==> src/rtl/sram_ctrl_pkg.sv <==
package sram_ctrl_pkg;

  typedef enum logic [2:0] {
    ST_IDLE,
    ST_RD_ACC,
    ST_WR_TURN,
    ST_WR_SETUP,
    ST_WR_PULSE,
    ST_WR_HOLD,
    ST_WR_REC
  } seq_state_e;

  // ceiling conversion of a ns limit into clock cycles, minimum one
  function automatic int ns_to_cyc(input int ns, input int period_ns);
    int c;
    c = (ns + period_ns - 1) / period_ns;
    return (c < 1) ? 1 : c;
  endfunction

  function automatic int max2(input int a, input int b);
    return (a > b) ? a : b;
  endfunction

endpackage

==> src/rtl/sram_cycle_timer.sv <==
module sram_cycle_timer #(
  parameter int CNT_W = 5
) (
  input  logic             clk,
  input  logic             rst,
  input  logic             load,
  input  logic [CNT_W-1:0] load_val,
  output logic             last
);
  logic [CNT_W-1:0] cnt_q;

  always_ff @(posedge clk) begin
    if (rst)                  cnt_q <= '0;
    else if (load)            cnt_q <= load_val;
    else if (cnt_q != '0)     cnt_q <= cnt_q - 1'b1;
  end

  assign last = (cnt_q == CNT_W'(1));
endmodule

==> src/rtl/sram_turn_guard.sv <==
module sram_turn_guard #(
  parameter int CNT_W  = 5,
  parameter int HZ_CYC = 7
) (
  input  logic clk,
  input  logic rst,
  input  logic start,
  output logic clear
);
  logic [CNT_W-1:0] gap_q;

  always_ff @(posedge clk) begin
    if (rst)                gap_q <= '0;
    else if (start)         gap_q <= CNT_W'(HZ_CYC);
    else if (gap_q != '0)   gap_q <= gap_q - 1'b1;
  end

  // drivers may turn on at the edge that completes the high-Z interval
  assign clear = (gap_q <= CNT_W'(1));
endmodule

==> src/rtl/sram_access_seq.sv <==
module sram_access_seq
  import sram_ctrl_pkg::*;
#(
  parameter int ADDR_W  = 19,
  parameter int DATA_W  = 8,
  parameter int CNT_W   = 5,
  parameter int ACC_CYC = 18,
  parameter int WP_CYC  = 15,
  parameter int PAD_CYC = 1
) (
  input  logic              clk,
  input  logic              rst,
  input  logic              host_req,
  input  logic              host_wr,
  input  logic [ADDR_W-1:0] host_addr,
  input  logic [DATA_W-1:0] host_wdata,
  output logic              host_ready,
  output logic [DATA_W-1:0] host_rdata,
  output logic              host_rvalid,
  output logic              mem_cs_n,
  output logic              mem_oe_n,
  output logic              mem_we_n,
  output logic [ADDR_W-1:0] mem_addr,
  output logic [DATA_W-1:0] mem_dq_out,
  output logic              mem_dq_oe,
  input  logic [DATA_W-1:0] mem_dq_in,
  input  logic              tmr_last,
  input  logic              turn_clear,
  output logic              tmr_load,
  output logic [CNT_W-1:0]  tmr_val,
  output logic              turn_start
);
  localparam bit HAS_PAD = (PAD_CYC > 0);

  seq_state_e state_q;

  always_comb begin
    tmr_load = 1'b0;
    tmr_val  = '0;
    unique case (state_q)
      ST_IDLE: if (host_req && !host_wr) begin
        tmr_load = 1'b1;
        tmr_val  = CNT_W'(ACC_CYC);
      end
      ST_WR_SETUP: begin
        tmr_load = 1'b1;
        tmr_val  = CNT_W'(WP_CYC);
      end
      ST_WR_HOLD: if (HAS_PAD) begin
        tmr_load = 1'b1;
        tmr_val  = CNT_W'(PAD_CYC);
      end
      default: ;
    endcase
  end

  assign turn_start = (state_q == ST_RD_ACC) && tmr_last;

  always_ff @(posedge clk) begin
    if (rst) begin
      state_q     <= ST_IDLE;
      host_ready  <= 1'b1;
      host_rvalid <= 1'b0;
      host_rdata  <= '0;
      mem_cs_n    <= 1'b1;
      mem_oe_n    <= 1'b1;
      mem_we_n    <= 1'b1;
      mem_addr    <= '0;
      mem_dq_out  <= '0;
      mem_dq_oe   <= 1'b0;
    end else begin
      host_rvalid <= 1'b0;
      unique case (state_q)
        ST_IDLE: if (host_req) begin
          mem_addr   <= host_addr;
          host_ready <= 1'b0;
          if (!host_wr) begin
            mem_cs_n <= 1'b0;
            mem_oe_n <= 1'b0;
            state_q  <= ST_RD_ACC;
          end else begin
            mem_dq_out <= host_wdata;
            if (turn_clear) begin
              mem_cs_n  <= 1'b0;
              mem_dq_oe <= 1'b1;
              state_q   <= ST_WR_SETUP;
            end else begin
              state_q <= ST_WR_TURN;
            end
          end
        end
        ST_RD_ACC: if (tmr_last) begin
          host_rdata  <= mem_dq_in;
          host_rvalid <= 1'b1;
          host_ready  <= 1'b1;
          mem_cs_n    <= 1'b1;
          mem_oe_n    <= 1'b1;
          state_q     <= ST_IDLE;
        end
        ST_WR_TURN: if (turn_clear) begin
          mem_cs_n  <= 1'b0;
          mem_dq_oe <= 1'b1;
          state_q   <= ST_WR_SETUP;
        end
        ST_WR_SETUP: begin
          mem_we_n <= 1'b0;
          state_q  <= ST_WR_PULSE;
        end
        ST_WR_PULSE: if (tmr_last) begin
          mem_we_n <= 1'b1;
          state_q  <= ST_WR_HOLD;
        end
        ST_WR_HOLD: begin
          mem_cs_n  <= 1'b1;
          mem_dq_oe <= 1'b0;
          if (HAS_PAD) begin
            state_q <= ST_WR_REC;
          end else begin
            host_ready <= 1'b1;
            state_q    <= ST_IDLE;
          end
        end
        ST_WR_REC: if (tmr_last) begin
          host_ready <= 1'b1;
          state_q    <= ST_IDLE;
        end
        default: state_q <= ST_IDLE;
      endcase
    end
  end
endmodule

==> src/rtl/sram_async_ctrl.sv <==
module sram_async_ctrl
  import sram_ctrl_pkg::*;
#(
  parameter int ADDR_W        = 19,
  parameter int DATA_W        = 8,
  parameter int CLK_PERIOD_NS = 4,
  parameter int T_AA_NS       = 70,
  parameter int T_RC_NS       = 70,
  parameter int T_OE_NS       = 35,
  parameter int T_HZ_NS       = 25,
  parameter int T_WC_NS       = 70,
  parameter int T_WP_NS       = 55,
  parameter int T_AW_NS       = 60,
  parameter int T_CW_NS       = 60,
  parameter int T_DW_NS       = 30
) (
  input  logic              clk,
  input  logic              rst,
  input  logic              host_req,
  input  logic              host_wr,
  input  logic [ADDR_W-1:0] host_addr,
  input  logic [DATA_W-1:0] host_wdata,
  output logic              host_ready,
  output logic [DATA_W-1:0] host_rdata,
  output logic              host_rvalid,
  output logic              mem_cs_n,
  output logic              mem_oe_n,
  output logic              mem_we_n,
  output logic [ADDR_W-1:0] mem_addr,
  output logic [DATA_W-1:0] mem_dq_out,
  output logic              mem_dq_oe,
  input  logic [DATA_W-1:0] mem_dq_in
);
  localparam int ACC_CYC = ns_to_cyc(max2(max2(T_AA_NS, T_RC_NS), T_OE_NS), CLK_PERIOD_NS);
  localparam int WP_CYC  = ns_to_cyc(max2(max2(T_WP_NS, T_AW_NS), max2(T_CW_NS, T_DW_NS)),
                                     CLK_PERIOD_NS);
  localparam int WC_CYC  = ns_to_cyc(T_WC_NS, CLK_PERIOD_NS);
  localparam int HZ_CYC  = ns_to_cyc(T_HZ_NS, CLK_PERIOD_NS);
  localparam int PAD_CYC = (WC_CYC > WP_CYC + 2) ? (WC_CYC - WP_CYC - 2) : 0;
  localparam int MAX_CYC = max2(max2(ACC_CYC, WP_CYC), max2(HZ_CYC, PAD_CYC));
  localparam int CNT_W   = $clog2(MAX_CYC + 1);

  logic             tmr_load;
  logic [CNT_W-1:0] tmr_val;
  logic             tmr_last;
  logic             turn_start;
  logic             turn_clear;

  sram_cycle_timer #(.CNT_W(CNT_W)) u_timer (
    .clk      (clk),
    .rst      (rst),
    .load     (tmr_load),
    .load_val (tmr_val),
    .last     (tmr_last)
  );

  sram_turn_guard #(.CNT_W(CNT_W), .HZ_CYC(HZ_CYC)) u_guard (
    .clk   (clk),
    .rst   (rst),
    .start (turn_start),
    .clear (turn_clear)
  );

  sram_access_seq #(
    .ADDR_W  (ADDR_W),
    .DATA_W  (DATA_W),
    .CNT_W   (CNT_W),
    .ACC_CYC (ACC_CYC),
    .WP_CYC  (WP_CYC),
    .PAD_CYC (PAD_CYC)
  ) u_seq (
    .clk         (clk),
    .rst         (rst),
    .host_req    (host_req),
    .host_wr     (host_wr),
    .host_addr   (host_addr),
    .host_wdata  (host_wdata),
    .host_ready  (host_ready),
    .host_rdata  (host_rdata),
    .host_rvalid (host_rvalid),
    .mem_cs_n    (mem_cs_n),
    .mem_oe_n    (mem_oe_n),
    .mem_we_n    (mem_we_n),
    .mem_addr    (mem_addr),
    .mem_dq_out  (mem_dq_out),
    .mem_dq_oe   (mem_dq_oe),
    .mem_dq_in   (mem_dq_in),
    .tmr_last    (tmr_last),
    .turn_clear  (turn_clear),
    .tmr_load    (tmr_load),
    .tmr_val     (tmr_val),
    .turn_start  (turn_start)
  );
endmodule

==> config.mk <==
export PLATFORM = sky130hd
export DESIGN_NAME = sram_async_ctrl
export DESIGN_NICKNAME = d
export VERILOG_FILES = /design/src/rtl/sram_ctrl_pkg.sv /design/src/rtl/sram_cycle_timer.sv /design/src/rtl/sram_turn_guard.sv /design/src/rtl/sram_access_seq.sv /design/src/rtl/sram_async_ctrl.sv
export SDC_FILE = /design/constraint.sdc
export NUM_CORES = 1
export LEC_CHECK = 0
export ABC_CLOCK_PERIOD_IN_PS = 2800
export BUFFER_PORTS_ARGS = -buffer_cell sky130_fd_sc_hd__buf_2
export CORE_ASPECT_RATIO = 1.25
export CORE_UTILIZATION = 50
export DETAILED_ROUTE_END_ITERATION = 8
export PLACE_DENSITY_LB_ADDON = 0.1
export SYNTH_ARGS = -nofsm -noshare
export SYNTH_HDL_FRONTEND = slang
export SYNTH_SLANG_ARGS = --single-unit
==> constraint.sdc <==
create_clock -name clk -period 2.8 [get_ports clk]
set_clock_uncertainty 0.2 [all_clocks]
set_input_delay 0.7 -clock clk [delete_from_list [all_inputs] [get_ports clk]]
set_output_delay 0.7 -clock clk [all_outputs]
set_load 0.02 [all_outputs]
# Yosys cells after proc, flatten, opt, wreduce, memory -nomap -nowiden
# Cells that the tools add are included.
# op_classes
reduce_logical,26
bitwise,1
order_cmp,1
n_eq_ne,14
mul,0
addsub,2
mux,31
shift,0
div,0
# ops
cell,n
$mux W3,7
$pmux W3 S6,1
$mux W5,3
$pmux W5 S3,1
$mux W1,13
$reduce_and A3 Y1,4
$reduce_bool A2 Y1,5
$reduce_bool A5 Y1,2
$sub A5 B1 Y5 const B,2
$eq A3 B3 Y1 const B,3
$ne A2 B2 Y1 const B,4
$pmux W1 S2,4
$reduce_and A4 Y1,2
$reduce_or A2 Y1,4
$eq A3 B2 Y1 const B,2
$ne A2 B1 Y1 const B,3
$reduce_and A2 Y1,3
$eq A5 B1 Y1 const B,1
$le A5 B1 Y1 const B,1
$pmux W1 S4,1
$reduce_bool A4 Y1,1
$eq A3 B1 Y1 const B,1
$logic_not A3 Y1,1
$pmux W1 S3,1
4 further kinds,5
# word_totals
rom_bits,0
mem_bits_rw,0
output_inout_bits,41
elab_cells,88
inputBits,39
latch_bits,0
memories,0
ff_bits,54

# Longest topological paths before layout
# Gate-level depths: netlist (run 1).
# depth
depth_word,5
ltp_mapped,8
ltp_nobuf,6

# Modules after synthesis
# Synthesis (run 1) repeated with hierarchy kept, for this count alone.
# hier_totals
hier_cells,272
hier_area_um2,2378.5
# modules_own_cells
mod,instances,cells_per_inst,area_each_um2
sram_access_seq,1,209,1788.0
sram_cycle_timer,1,35,309.0
sram_turn_guard,1,28,281.5

# Worst setup path after synthesis (run 1)
# OpenSTA, ideal clock, no wires.
# synth_timing
path_kind,input -> register
start,input port host_wr
end,register u_timer.cnt_q[2]
path_slack_ns,0.669
stages,4
t_arrival_ns,1.836
setup_ns,0.095
cell_sequence,or4b_1 and3b_1 or2_4 a221oi_1
# synth_between
elab_chain_len,5
# synth_lines
item,line_no,text
"start, declared",sram_async_ctrl.sv:20,"input logic host_wr,"
$logic_not A1 Y1 (*),--,
$logic_and A1 B1 Y1 (*),sram_access_seq.sv:41,ST_IDLE: if (host_req && !host_wr) begin
$mux W1 (*),sram_access_seq.sv:41,
$pmux W1 S2 (*),sram_access_seq.sv:40,unique case (state_q)
$mux W5 / $reduce_bool A2 Y1 (equally long branches),--,
"end signal, assigned",sram_cycle_timer.sv:14,else if (load) cnt_q <= load_val;
"end signal, assigned",sram_cycle_timer.sv:15,else if (cnt_q != '0) cnt_q <= cnt_q - 1'b1;
"end, declared",sram_cycle_timer.sv:10,logic [CNT_W-1:0] cnt_q;
# Every way passes the cells marked *; elsewhere a longest branch is shown, timed or not.
# A chain may end at the register's enable or synchronous reset.

==> results of run 1 <==
[layer usage]
| metal | track usage | share of wire |
|---|---|---|
| met1 | 0.235 | 0.43 |
| met2 | 0.385 | 0.51 |
| met3 | 0.0520 | 0.039 |
| met4 | 0.0739 | 0.017 |
| met5 | 0 | 0 |
[layout by cell type, fill, tap and decap left out, drive strengths merged, types with 2 or more instances in the layout]
cell type	n
nand2	66
nor3b	2
nor2b	4
a221oi	2
mux2i	9
nor2	11
o21ai	9
o21bai	2
dfxtp	54
inv	7
or4b	4
xnor2	2
a211oi	2
a21o	2
a21oi	43
clkbuf	5
xor2	5
or2	2
buf	88
nand2b	19
nor3	8
nand3b	2
nor4b	3
ha	7
[repair_timing]
action                     in CTS  in global routing
resized for setup               0                  1
setup endpoints to repair       0                  8
hold endpoints to repair        0                  0
hold buffers                    0                  0
setup buffers                   0                  0
[worst min path at each step]
stage | startpoint | end | slack (ps) | depth (start not counted)
2_1_floorplan | u_guard.gap_q[3]$_SDFFE_PP0P_ | u_guard.gap_q[3]$_SDFFE_PP0P_ | 330 | 2
3_3_place_gp | u_seq.mem_addr[6]$_SDFFE_PP0P_ | u_seq.mem_addr[6]$_SDFFE_PP0P_ | 240 | 2
3_5_place_dp | u_seq.host_rdata[2]$_SDFFE_PP0P_ | u_seq.host_rdata[2]$_SDFFE_PP0P_ | 240 | 2
4_1_cts | u_seq.host_rdata[2]$_SDFFE_PP0P_ | u_seq.host_rdata[2]$_SDFFE_PP0P_ | 260 | 2
5_1_grt | u_seq.mem_addr[16]$_SDFFE_PP0P_ | u_seq.mem_addr[16]$_SDFFE_PP0P_ | 280 | 2
6_report | u_seq.host_rdata[2]$_SDFFE_PP0P_ | u_seq.host_rdata[2]$_SDFFE_PP0P_ | 260 | 2
[registers in the layout (all words and copies together), names as in the netlist]
signal / cells
u_seq.mem_we_n: 1
u_seq.mem_dq_out: 8
u_seq.host_ready: 1
u_seq.host_rdata: 8
u_guard.gap_q: 5
u_timer.cnt_q: 5
u_seq.mem_oe_n: 1
u_seq.mem_cs_n: 1
u_seq.mem_addr: 19
u_seq.mem_dq_oe: 1
u_seq.state_q: 3
u_seq.host_rvalid: 1
[power by group through the flow]
| stage | Clock (mW) | Sequential [mW] | Combinational [mW] |
|---|---|---|---|
| after global placement | 0 | 1.09 | 1.28 |
| after global routing | 0.553 | 1.11 | 1.48 |
| after CTS | 0.524 | 1.08 | 1.31 |
| final | 0.509 | 1.08 | 1.32 |
| after detailed placement | 0 | 1.10 | 1.30 |
| after floorplan | 0 | 1.21 | 0.847 |
[cells by family after synthesis]
logic type               Yosys count
AO/OA/AOI/OAI                     67
adder cells (fa/ha/maj)            7
multiplexers                      10
buffers and inverters             27
AND/OR/NAND/NOR                  129
XOR/XNOR                           7
flip-flops                        54
[critical path, delay by kind of cell, from the launching register on]
family / cells / cell delay [ps]
AO/OA/AOI/OAI: 2 / 520
adder cells (fa/ha/maj): 1 / 170
flip-flops: 1 / 440
multiplexers: 1 / 250
AND/OR/NAND/NOR: 1 / 650
[through the flow]
stage	instances	worst slack [ps]	util	power [mW]	instance area, µm²
4_1_cts	436	132	0.638	2.91	3040
3_3_place_gp	429	171	0.615	2.37	2930
6_report	436	499	0.640	2.91	3050
5_1_grt	436	274	0.640	3.14	3050
3_5_place_dp	429	100	0.615	2.40	2930
2_1_floorplan	301	669	-	2.05	2480
[area by class of cell]
class,instances,share of cell area
Sequential cell,54,0.355
Clock inverter,2,0.0127
Inverter,7,0.00862
Multi-Input combinational cell,220,0.425
Tap cell,60,0.0246
Clock buffer,5,0.0226
Timing Repair Buffer,88,0.152
==> flow_summary.json, run 1 <==
{
  "die-width_um": 65.1,
  "reg2reg_depth": 5,
  "synth_area_leaders": "dfxtp_1 (44%), nand2_1 (10%), a21oi_1 (8.7%), nand2b_1 (4.8%), mux2i_1 (3.6%)",
  "grt_pass1_vias": 2032,
  "syn-cell-area_mm2": 0.00248,
  "synth_top_area_cell": "dfxtp_1",
  "antenna_cells": 0,
  "tritoncts": "built",
  "sw_frac_of_total": 0.392,
  "yosysWarnings": 0,
  "cts_buffer_depth": 2,
  "worstMarginPinSlew_ps": 859,
  "power_frac_comb": 0.454,
  "grt_overflow": 0,
  "portBuffers": 79,
  "fillers": 453,
  "cp_slowest_cell": "nor4b_4",
  "crit_chain": "ha_1 > o21bai_1 > a311o_1 > nor4b_4 > mux2i_1",
  "worst_path_largest_cell_delay_ps": 650,
  "switching_power_mw": 1.14,
  "end_kind": "flop",
  "drt_iter0_markers": 83,
  "fp-row-count": 28,
  "synth_edf_count": 0,
  "cts_sinks": 54,
  "synthAdderAreaFrac": 0.0352,
  "grt_pass1_wl_um": 8690,
  "ios": 80,
  "synthCells": 301,
  "reg2reg_to": "u_seq.mem_dq_out[5]$_SDFFE_PP0P_",
  "outcome": "completed",
  "cp_max_fo": 9,
  "via_per_inst": 5.16,
  "die_y_um": 80.8,
  "final_layout_size_suffix_gt1_frac": 0.271,
  "clkPwrFrac": 0.175,
  "multi_input_area_mm2": 0.00129,
  "ys_seq_area_frac": 0.435,
  "p_per_area_mw_per_mm2": 954,
  "fin_hold_ws_ps": 256,
  "crit_start": "u_guard.gap_q[0]$_SDFFE_PP0P_",
  "synthSimpleGateAreaFrac": 0.260,
  "required_ps": 2840,
  "async_reset_ff_frac": 0,
  "hold_path.class": "flop to flop",
  "hold_violations": 0,
  "area_growth_pct": 22.7,
  "nNetsFinal": 422,
  "syn_avg_cell_area_um2": 8.26,
  "yosysMostFrequentCell": "nand2_1",
  "syn_nets": 347,
  "die-area_mm2": 0.00526,
  "regToRegStartpoint": "u_guard.gap_q[0]$_SDFFE_PP0P_",
  "clk_pin_slew_ps": 90,
  "core_mm2": 0.00476,
  "crit_type": "flop to flop",
  "critPathLaunchType": "flop",
  "finalSetupViolCount": 0,
  "antenna_found_initial": 0,
  "seq_area_mm2": 0.00108,
  "finalMaxSlewViolations": 0,
  "rsz0062_at_grt": "no",
  "final.setup.tns_ps": 0,
  "track_usage": 0.210,
  "synth_ff_type": "dfxtp_1",
  "ys_types": 45,
  "clkLatencyLatePin_ps": 300,
  "internal-power_mw": 1.77,
  "vias": 2249,
  "wl_per_cell_um": 12.5,
  "cts-root-buf": "clkbuf_8",
  "rrSetupSlack_ps": 500,
  "synth_xor_area_frac": 0.0247,
  "dpl.hpwl_um": 3850,
  "synth_top_area_frac": 0.435,
  "first_pass_iters": 4,
  "remaining_drc_errors": 0,
  "drt_wl_total_um": 5460,
  "synth_compound_area_frac": 0.155,
  "synth.mux.area_fraction": 0.0408,
  "numCtsBuffers": 5,
  "synth_top_family_by_area": "simple AND/OR/NAND/NOR gates",
  "fin_crit_sh": 0.822,
  "crit_path_end": "u_seq.mem_dq_out[5]$_SDFFE_PP0P_",
  "period_minus_slack_ps": 2300,
  "max_cap_violations": 0,
  "initial_core_util": 0.522,
  "fmax_ghz": 0.435,
  "htree_levels": 2,
  "grt_max_degree": 56,
  "synthTopCellsByCount": "nand2_1 (66), dfxtp_1 (54), a21oi_1 (43)",
  "gp_congestion": 0.775,
  "p_leak_nw": 1.36,
  "pwr-share-seq": 0.371,
  "arrival_ps": 2340,
  "max-vdd-ir-drop_uv": 439,
  "ant_nets": 0,
  "synth.ff_latch_count": 54,
  "relSlewSlack": 0.427
}
Power figures use the tool's default switching activity.
==> run 2: changes to the inputs <==
--- a/config.mk
+++ b/config.mk
@@ -5,10 +5,10 @@
 export SDC_FILE = /design/constraint.sdc
 export NUM_CORES = 1
 export LEC_CHECK = 0
-export ABC_CLOCK_PERIOD_IN_PS = 2800
+export ABC_CLOCK_PERIOD_IN_PS = 1980
 export BUFFER_PORTS_ARGS = -buffer_cell sky130_fd_sc_hd__buf_2
 export CORE_ASPECT_RATIO = 1.25
-export CORE_UTILIZATION = 50
+export CORE_UTILIZATION = 45
 export DETAILED_ROUTE_END_ITERATION = 8
 export PLACE_DENSITY_LB_ADDON = 0.1
 export SYNTH_ARGS = -nofsm -noshare
==> constraint.sdc (replaced) <==
create_clock -name clk -period 1.98 [get_ports clk]
set_clock_uncertainty 0.2 [all_clocks]
set_input_delay 0.495 -clock clk [delete_from_list [all_inputs] [get_ports clk]]
set_output_delay 0.495 -clock clk [all_outputs]
set_load 0.02 [all_outputs]
==> flow_summary.json, run 2 (same netlist as run 1, synthesis figures left out) <==
{
  "cts_hold_buf": 0,
  "remaining_drc_errors": 0,
  "track_usage": 0.196,
  "outcome": "completed",
  "antenna_found_initial": 0,
  "fp-row-count": 29,
  "internal-power_mw": 2.64,
  "critical_path_buf_inv_count": 1,
  "largest-register": "u_seq.mem_addr",
  "dpl_cell_area_mm2": 0.00311,
  "crit_type": "flop to flop",
  "drt_wl_total_um": 5780,
  "fin_util": 0.630,
  "p_leak_nw": 1.48,
  "dpl_worst_slack_ps": -123,
  "portBuffers": 79,
  "first_pass_iters": 4,
  "area_growth_pct": 31.5,
  "cp_slowest_cell": "or4b_1",
  "wl_per_cell_um": 12.5,
  "initial_core_util": 0.479,
  "cts_buffer_depth": 2,
  "finalNonFillerCells": 462,
  "clk_pin_slew_ps": 110,
  "die-area_mm2": 0.00583,
  "cts_setup_buffers": 0,
  "reg.largest.list": "u_seq.mem_addr x19, u_seq.host_rdata x8, u_seq.mem_dq_out x8",
  "largest_reg_flops": 19,
  "core_mm2": 0.00519,
  "tritoncts": "built",
  "grt_max_degree": 44,
  "power_frac_comb": 0.497,
  "ios": 80,
  "worstMarginPinSlew_ps": 715,
  "fmax_ghz": 0.513,
  "crit_chain": "or4b_1 > and3b_1 > buf_4 > o21ai_0 > a221oi_2",
  "dp.cells": 453,
  "cts_sinks": 54,
  "grt_overflow": 0,
  "pwr-share-seq": 0.354,
  "p_per_area_mw_per_mm2": 1330,
  "gp_congestion": 0.753,
  "vias": 2355,
  "cts-root-buf": "clkbuf_8",
  "fin_crit_sh": 0.985,
  "max-vdd-ir-drop_uv": 706,
  "die-width_um": 68.5,
  "max_cap_violations": 0,
  "ant_nets": 0,
  "finalMaxSlewViolations": 0,
  "dpl.hpwl_um": 4080,
  "period_minus_slack_ps": 1950,
  "clkLatencyLatePin_ps": 310,
  "final_cell_mix": "buf_2 (79), nand2_1 (66), dfxtp_1 (49)",
  "drt_iter0_markers": 73,
  "nNetsFinal": 445,
  "numCtsBuffers": 5,
  "final_layout_size_suffix_gt1_frac": 0.345,
  "worst_path_largest_cell_delay_ps": 530,
  "critPathTopFamily": "simple AND/OR/NAND/NOR gates",
  "cp_max_fo": 11,
  "grt_pass1_wl_um": 8870,
  "relSlewSlack": 0.524,
  "sw_frac_of_total": 0.393,
  "fin_area_mm2": 0.00327,
  "required_ps": 1940,
  "end_kind": "flop",
  "worst_slack_ps": 30.0,
  "switching_power_mw": 1.71,
  "rsz0062_at_grt": "yes",
  "layout_commonest_cell": "buf_2",
  "die_y_um": 85.1,
  "antenna_cells": 0,
  "hold_path.class": "input pin to flop",
  "finalSetupViolCount": 0,
  "hold_violations": 0,
  "grt_pass1_vias": 2129,
  "arrival_ps": 1910,
  "p_total_mw": 4.34,
  "clkPwrFrac": 0.149,
  "critPathLaunchType": "flop",
  "via_per_inst": 5.10,
  "htree_levels": 2
}
-- run 2: changes by cell type in the layout (fill, tap and decap cells not counted), moves of 2 or more --
cell / change
inv_6: +2
dfxtp_1: -5
or4b_4: +2
inv_1: -2
buf_6: +2
buf_4: +20
dfxtp_2: +5
inv_2: +2
-- run 2: worst paths after layout --
| check | cells after the start | slack (ps) | from | to |
|---|---|---|---|---|
| max | 5 | 30 | u_seq.state_q[1]$_SDFFE_PP0P_ | u_timer.cnt_q[3]$_SDFFE_PP0P_ |
| min reg2reg | 2 | 260 | u_seq.mem_addr[5]$_SDFFE_PP0P_ | u_seq.mem_addr[5]$_SDFFE_PP0P_ |
| max reg2reg | 5 | 30 | u_seq.state_q[1]$_SDFFE_PP0P_ | u_timer.cnt_q[3]$_SDFFE_PP0P_ |
| min | 3 | 210 | host_addr[1] | u_seq.mem_addr[1]$_SDFFE_PP0P_ |
-- run 2: through the flow --
step                      setup TNS [ps]  hold WS (ps)
after floorplan                        0           325
after global placement              -170           239
after detailed placement            -466           243
after CTS                              0           195
after global routing               -46.1           196
final                                  0           206
-- run 2: power groups by stage --
stage	registers, mW	logic [mW]	clock network, mW
after floorplan	1.70	1.20	0
after global placement	1.54	2.06	0
after detailed placement	1.55	2.09	0
after CTS	1.53	2.10	0.673
after global routing	1.58	2.38	0.703
final	1.54	2.16	0.647
-- run 2: repair_timing --
action,in CTS,in global routing
pin swaps,0,1
cloned,0,1
gates resized for setup,1,21
endpoints found under the setup margin,1,24
-- run 2: worst reg2reg max path: cells and delay by family, from the launching register on --
| kind | cells | cell delay (ps) |
|---|---|---|
| simple gates | 2 | 750 |
| flops | 1 | 390 |
| compound gates | 2 | 350 |
| buf+inv | 1 | 130 |
-- run 2: layout make-up --
| type | count | area, µm² |
|---|---|---|
| Multi-Input combinational cell | 220 | 1330 |
| Clock inverter | 3 | 26.3 |
| Sequential cell | 54 | 1090 |
| Clock buffer | 5 | 68.8 |
| Timing Repair Buffer | 111 | 656 |
| Fill cell | 522 | 1920 |
| Inverter | 7 | 26.3 |
| Tap cell | 62 | 77.6 |
-- run 2: metal layers --
layer,wire length [µm],global-route usage
met5,0,0
met4,55,0.0625
met2,2880,0.355
met1,2610,0.223
met3,236,0.0363
==> run 3: changes to the inputs <==
--- a/config.mk
+++ b/config.mk
@@ -8,9 +8,11 @@
 export ABC_CLOCK_PERIOD_IN_PS = 1980
 export BUFFER_PORTS_ARGS = -buffer_cell sky130_fd_sc_hd__buf_2
 export CORE_ASPECT_RATIO = 1.25
+export CORE_MARGIN = 5
 export CORE_UTILIZATION = 45
 export DETAILED_ROUTE_END_ITERATION = 8
 export PLACE_DENSITY_LB_ADDON = 0.1
 export SYNTH_ARGS = -nofsm -noshare
 export SYNTH_HDL_FRONTEND = slang
+export SYNTH_HIERARCHICAL = 1
 export SYNTH_SLANG_ARGS = --single-unit
==> flow_summary.json, run 3 <==
{
  "outcome": "completed",
  "ios": 80,
  "finalNonFillerCells": 424,
  "die-width_um": 75.0,
  "remaining_drc_errors": 0,
  "synth_edf_count": 0,
  "cts_sinks": 54,
  "required_ps": 2010,
  "regToRegStartpoint": "u_seq/state_q[0]$_SDFFE_PP0P_",
  "grt_overflow": 0,
  "final_layout_size_suffix_gt1_frac": 0.323,
  "worstMarginPinSlew_ps": 441,
  "p_leak_nw": 1.34,
  "grt_pass1_vias": 2019,
  "htree_levels": 2,
  "hold_path.class": "input pin to flop",
  "largest-register": "u_seq/mem_addr",
  "via_per_inst": 4.97,
  "rrSetupSlack_ps": 130,
  "synthCells": 272,
  "cts_buffer_depth": 2,
  "antenna_found_initial": 0,
  "async_reset_ff_frac": 0,
  "end_kind": "flop",
  "drt_wl_total_um": 5360,
  "track_usage": 0.158,
  "cp_slowest_cell": "or4_1",
  "synth.ff_latch_count": 54,
  "fin_hold_ws_ps": 218,
  "reg.largest.list": "u_seq/mem_addr x19, u_seq/host_rdata x8, u_seq/mem_dq_out x8",
  "crit_chain": "buf_4 > a21boi_0 > or2_4 > or4_1 > o211ai_1",
  "grt_pass1_wl_um": 8840,
  "die-area_mm2": 0.00685,
  "synth_top_area_cell": "dfxtp_1",
  "critical_path_buf_inv_count": 1,
  "crit_type": "flop to flop",
  "min_to": "u_seq/mem_addr[5]$_SDFFE_PP0P_",
  "yosysMostFrequentCell": "nand2_1",
  "dpl.hpwl_um": 3990,
  "max_cap_violations": 0,
  "cp_max_fo": 10,
  "rsz0062_at_grt": "no",
  "cts_setup_buffers": 0,
  "max-vdd-ir-drop_uv": 531,
  "syn-cell-area_mm2": 0.00238,
  "largest_reg_flops": 19,
  "fin_util": 0.588,
  "worstHoldPathCells": 3,
  "synth_ff_type": "dfxtp_1",
  "finalSetupViolCount": 0,
  "numCtsBuffers": 5,
  "layout_commonest_cell": "buf_2",
  "synth_top_area_frac": 0.454,
  "synth_area_leaders": "dfxtp_1 (45%), nand2_1 (9.9%), a21oi_1 (7.4%), nand2b_1 (5.3%), mux2i_1 (3.8%)",
  "die_y_um": 91.3,
  "synthTopCellsByCount": "nand2_1 (63), dfxtp_1 (54), a21oi_1 (35)",
  "hold_violations": 0,
  "cts-root-buf": "clkbuf_8",
  "final.setup.tns_ps": 0,
  "finalMaxSlewViolations": 0,
  "p_total_mw": 3.65,
  "tritoncts": "built",
  "relSlewSlack": 0.706,
  "portBuffers": 79,
  "initial_core_util": 0.465,
  "reg2reg_depth": 5,
  "clk_pin_slew_ps": 90,
  "fmax_ghz": 0.541,
  "ys_seq_area_frac": 0.454,
  "hold_start": "host_addr[5]",
  "arrival_ps": 1880,
  "syn_nets": 316,
  "period_minus_slack_ps": 1850,
  "area_growth_pct": 26.6,
  "dp.cells": 416,
  "critPathTopFamily": "simple AND/OR/NAND/NOR gates",
  "fillers": 493,
  "antenna_cells": 0,
  "yosysWarnings": 6,
  "first_pass_iters": 4,
  "vias": 2106,
  "syn_avg_cell_area_um2": 8.74,
  "reg2reg_to": "u_timer/cnt_q[1]$_SDFFE_PP0P_",
  "worst_path_largest_cell_delay_ps": 530,
  "gp_congestion": 0.772,
  "grt_max_degree": 33,
  "fp-row-count": 29,
  "ys_types": 45,
  "p_per_area_mw_per_mm2": 1210,
  "core_mm2": 0.00512,
  "clkLatencyLatePin_ps": 300,
  "drt_iter0_markers": 110,
  "wl_per_cell_um": 12.6,
  "final_cell_mix": "buf_2 (79), nand2_1 (63), dfxtp_1 (53)",
  "fin_crit_sh": 0.933,
  "nNetsFinal": 405,
  "ant_nets": 0,
  "critPathLaunchType": "flop"
}
==> run 3: changes by cell type after synthesis, sizes merged, moves of 3 or more <==
cell,before,now
nor2,11,8
o21ai,9,3
a21oi,43,35
xor2,5,0
nand2,66,63
buf,6,10
nor3,8,3
nor2b,4,1
clkbuf,14,7
==> run 3: area by class of cell <==
| class | instances | area, µm² | area share |
|---|---|---|---|
| clock buffer | 7 | 86.3 | 0.0287 |
| clock inverter | 1 | 5.00 | 0.00166 |
| inverter | 8 | 30.0 | 0.00998 |
| multi-input combinational | 193 | 1180 | 0.393 |
| sequential | 54 | 1080 | 0.360 |
| tap | 62 | 77.6 | 0.0258 |
| timing repair buffer | 99 | 546 | 0.181 |
==> run 3: power by group <==
part           total (mW)  internal, mW  switching (mW)  leakage (nW)
clock               0.625         0.283           0.342        0.0482
combinational        1.57         0.736           0.834         0.850
sequential           1.46          1.30           0.156         0.443
total                3.65          2.32            1.33          1.34
==> run 3: tightest hold or removal path, cell delays in order <==
cell and delay [ps]:
buf_2 90, nand2_1 40, a21oi_1 50
==> run 3: cells by family after synthesis <==
family	after synthesis	share of synthesized area
DFF	54	0.454
adders and majority gates	5	0.0263
and+or+nand+nor	119	0.276
muxes	10	0.0426
buffers and inverters	25	0.0515
AOI/OAI and AO/OA	55	0.135
xor gates and xnor gates	4	0.0147
==> run 3: how the worst max path moves through the flow <==
stage / from / end / cells after the start / slack (ps)
2_1_floorplan: host_req / u_timer/cnt_q[0]$_SDFFE_PP0P_ / 6 / 20
3_3_place_gp: host_req / u_timer/cnt_q[1]$_SDFFE_PP0P_ / 6 / -20
3_5_place_dp: host_req / u_timer/cnt_q[1]$_SDFFE_PP0P_ / 6 / -30
4_1_cts: u_seq/state_q[0]$_SDFFE_PP0P_ / u_timer/cnt_q[1]$_SDFFE_PP0P_ / 5 / 120
5_1_grt: u_timer/cnt_q[1]$_SDFFE_PP0P_ / u_timer/cnt_q[0]$_SDFFE_PP0P_ / 5 / 50
6_report: u_seq/state_q[0]$_SDFFE_PP0P_ / u_timer/cnt_q[1]$_SDFFE_PP0P_ / 5 / 130
==> run 3: per-layer routing <==
metal  GRT usage  up-vias  share of wire
li1            -     1098              -
met1       0.186      949           0.43
met2       0.275       54           0.49
met3      0.0453        5          0.072
met4      0.0401        0          0.011
met5           0        -              0
==> run 3: what timing repair did <==
| action | in CTS | in global routing |
|---|---|---|
| hold buffers | 0 | 0 |
| endpoints found under the hold margin | 0 | 0 |
| resized for setup | 0 | 1 |
| endpoints found under the setup margin | 0 | 1 |
==> run 3: stage by stage <==
| step | area, µm² | worst slack [ps] |
|---|---|---|
| after global placement | 2910 | -16.0 |
| after floorplan | 2390 | 16.1 |
| after CTS | 3000 | 116 |
| final | 3010 | 133 |
| after detailed placement | 2910 | -33.8 |
| after global routing | 3010 | 52.4 |
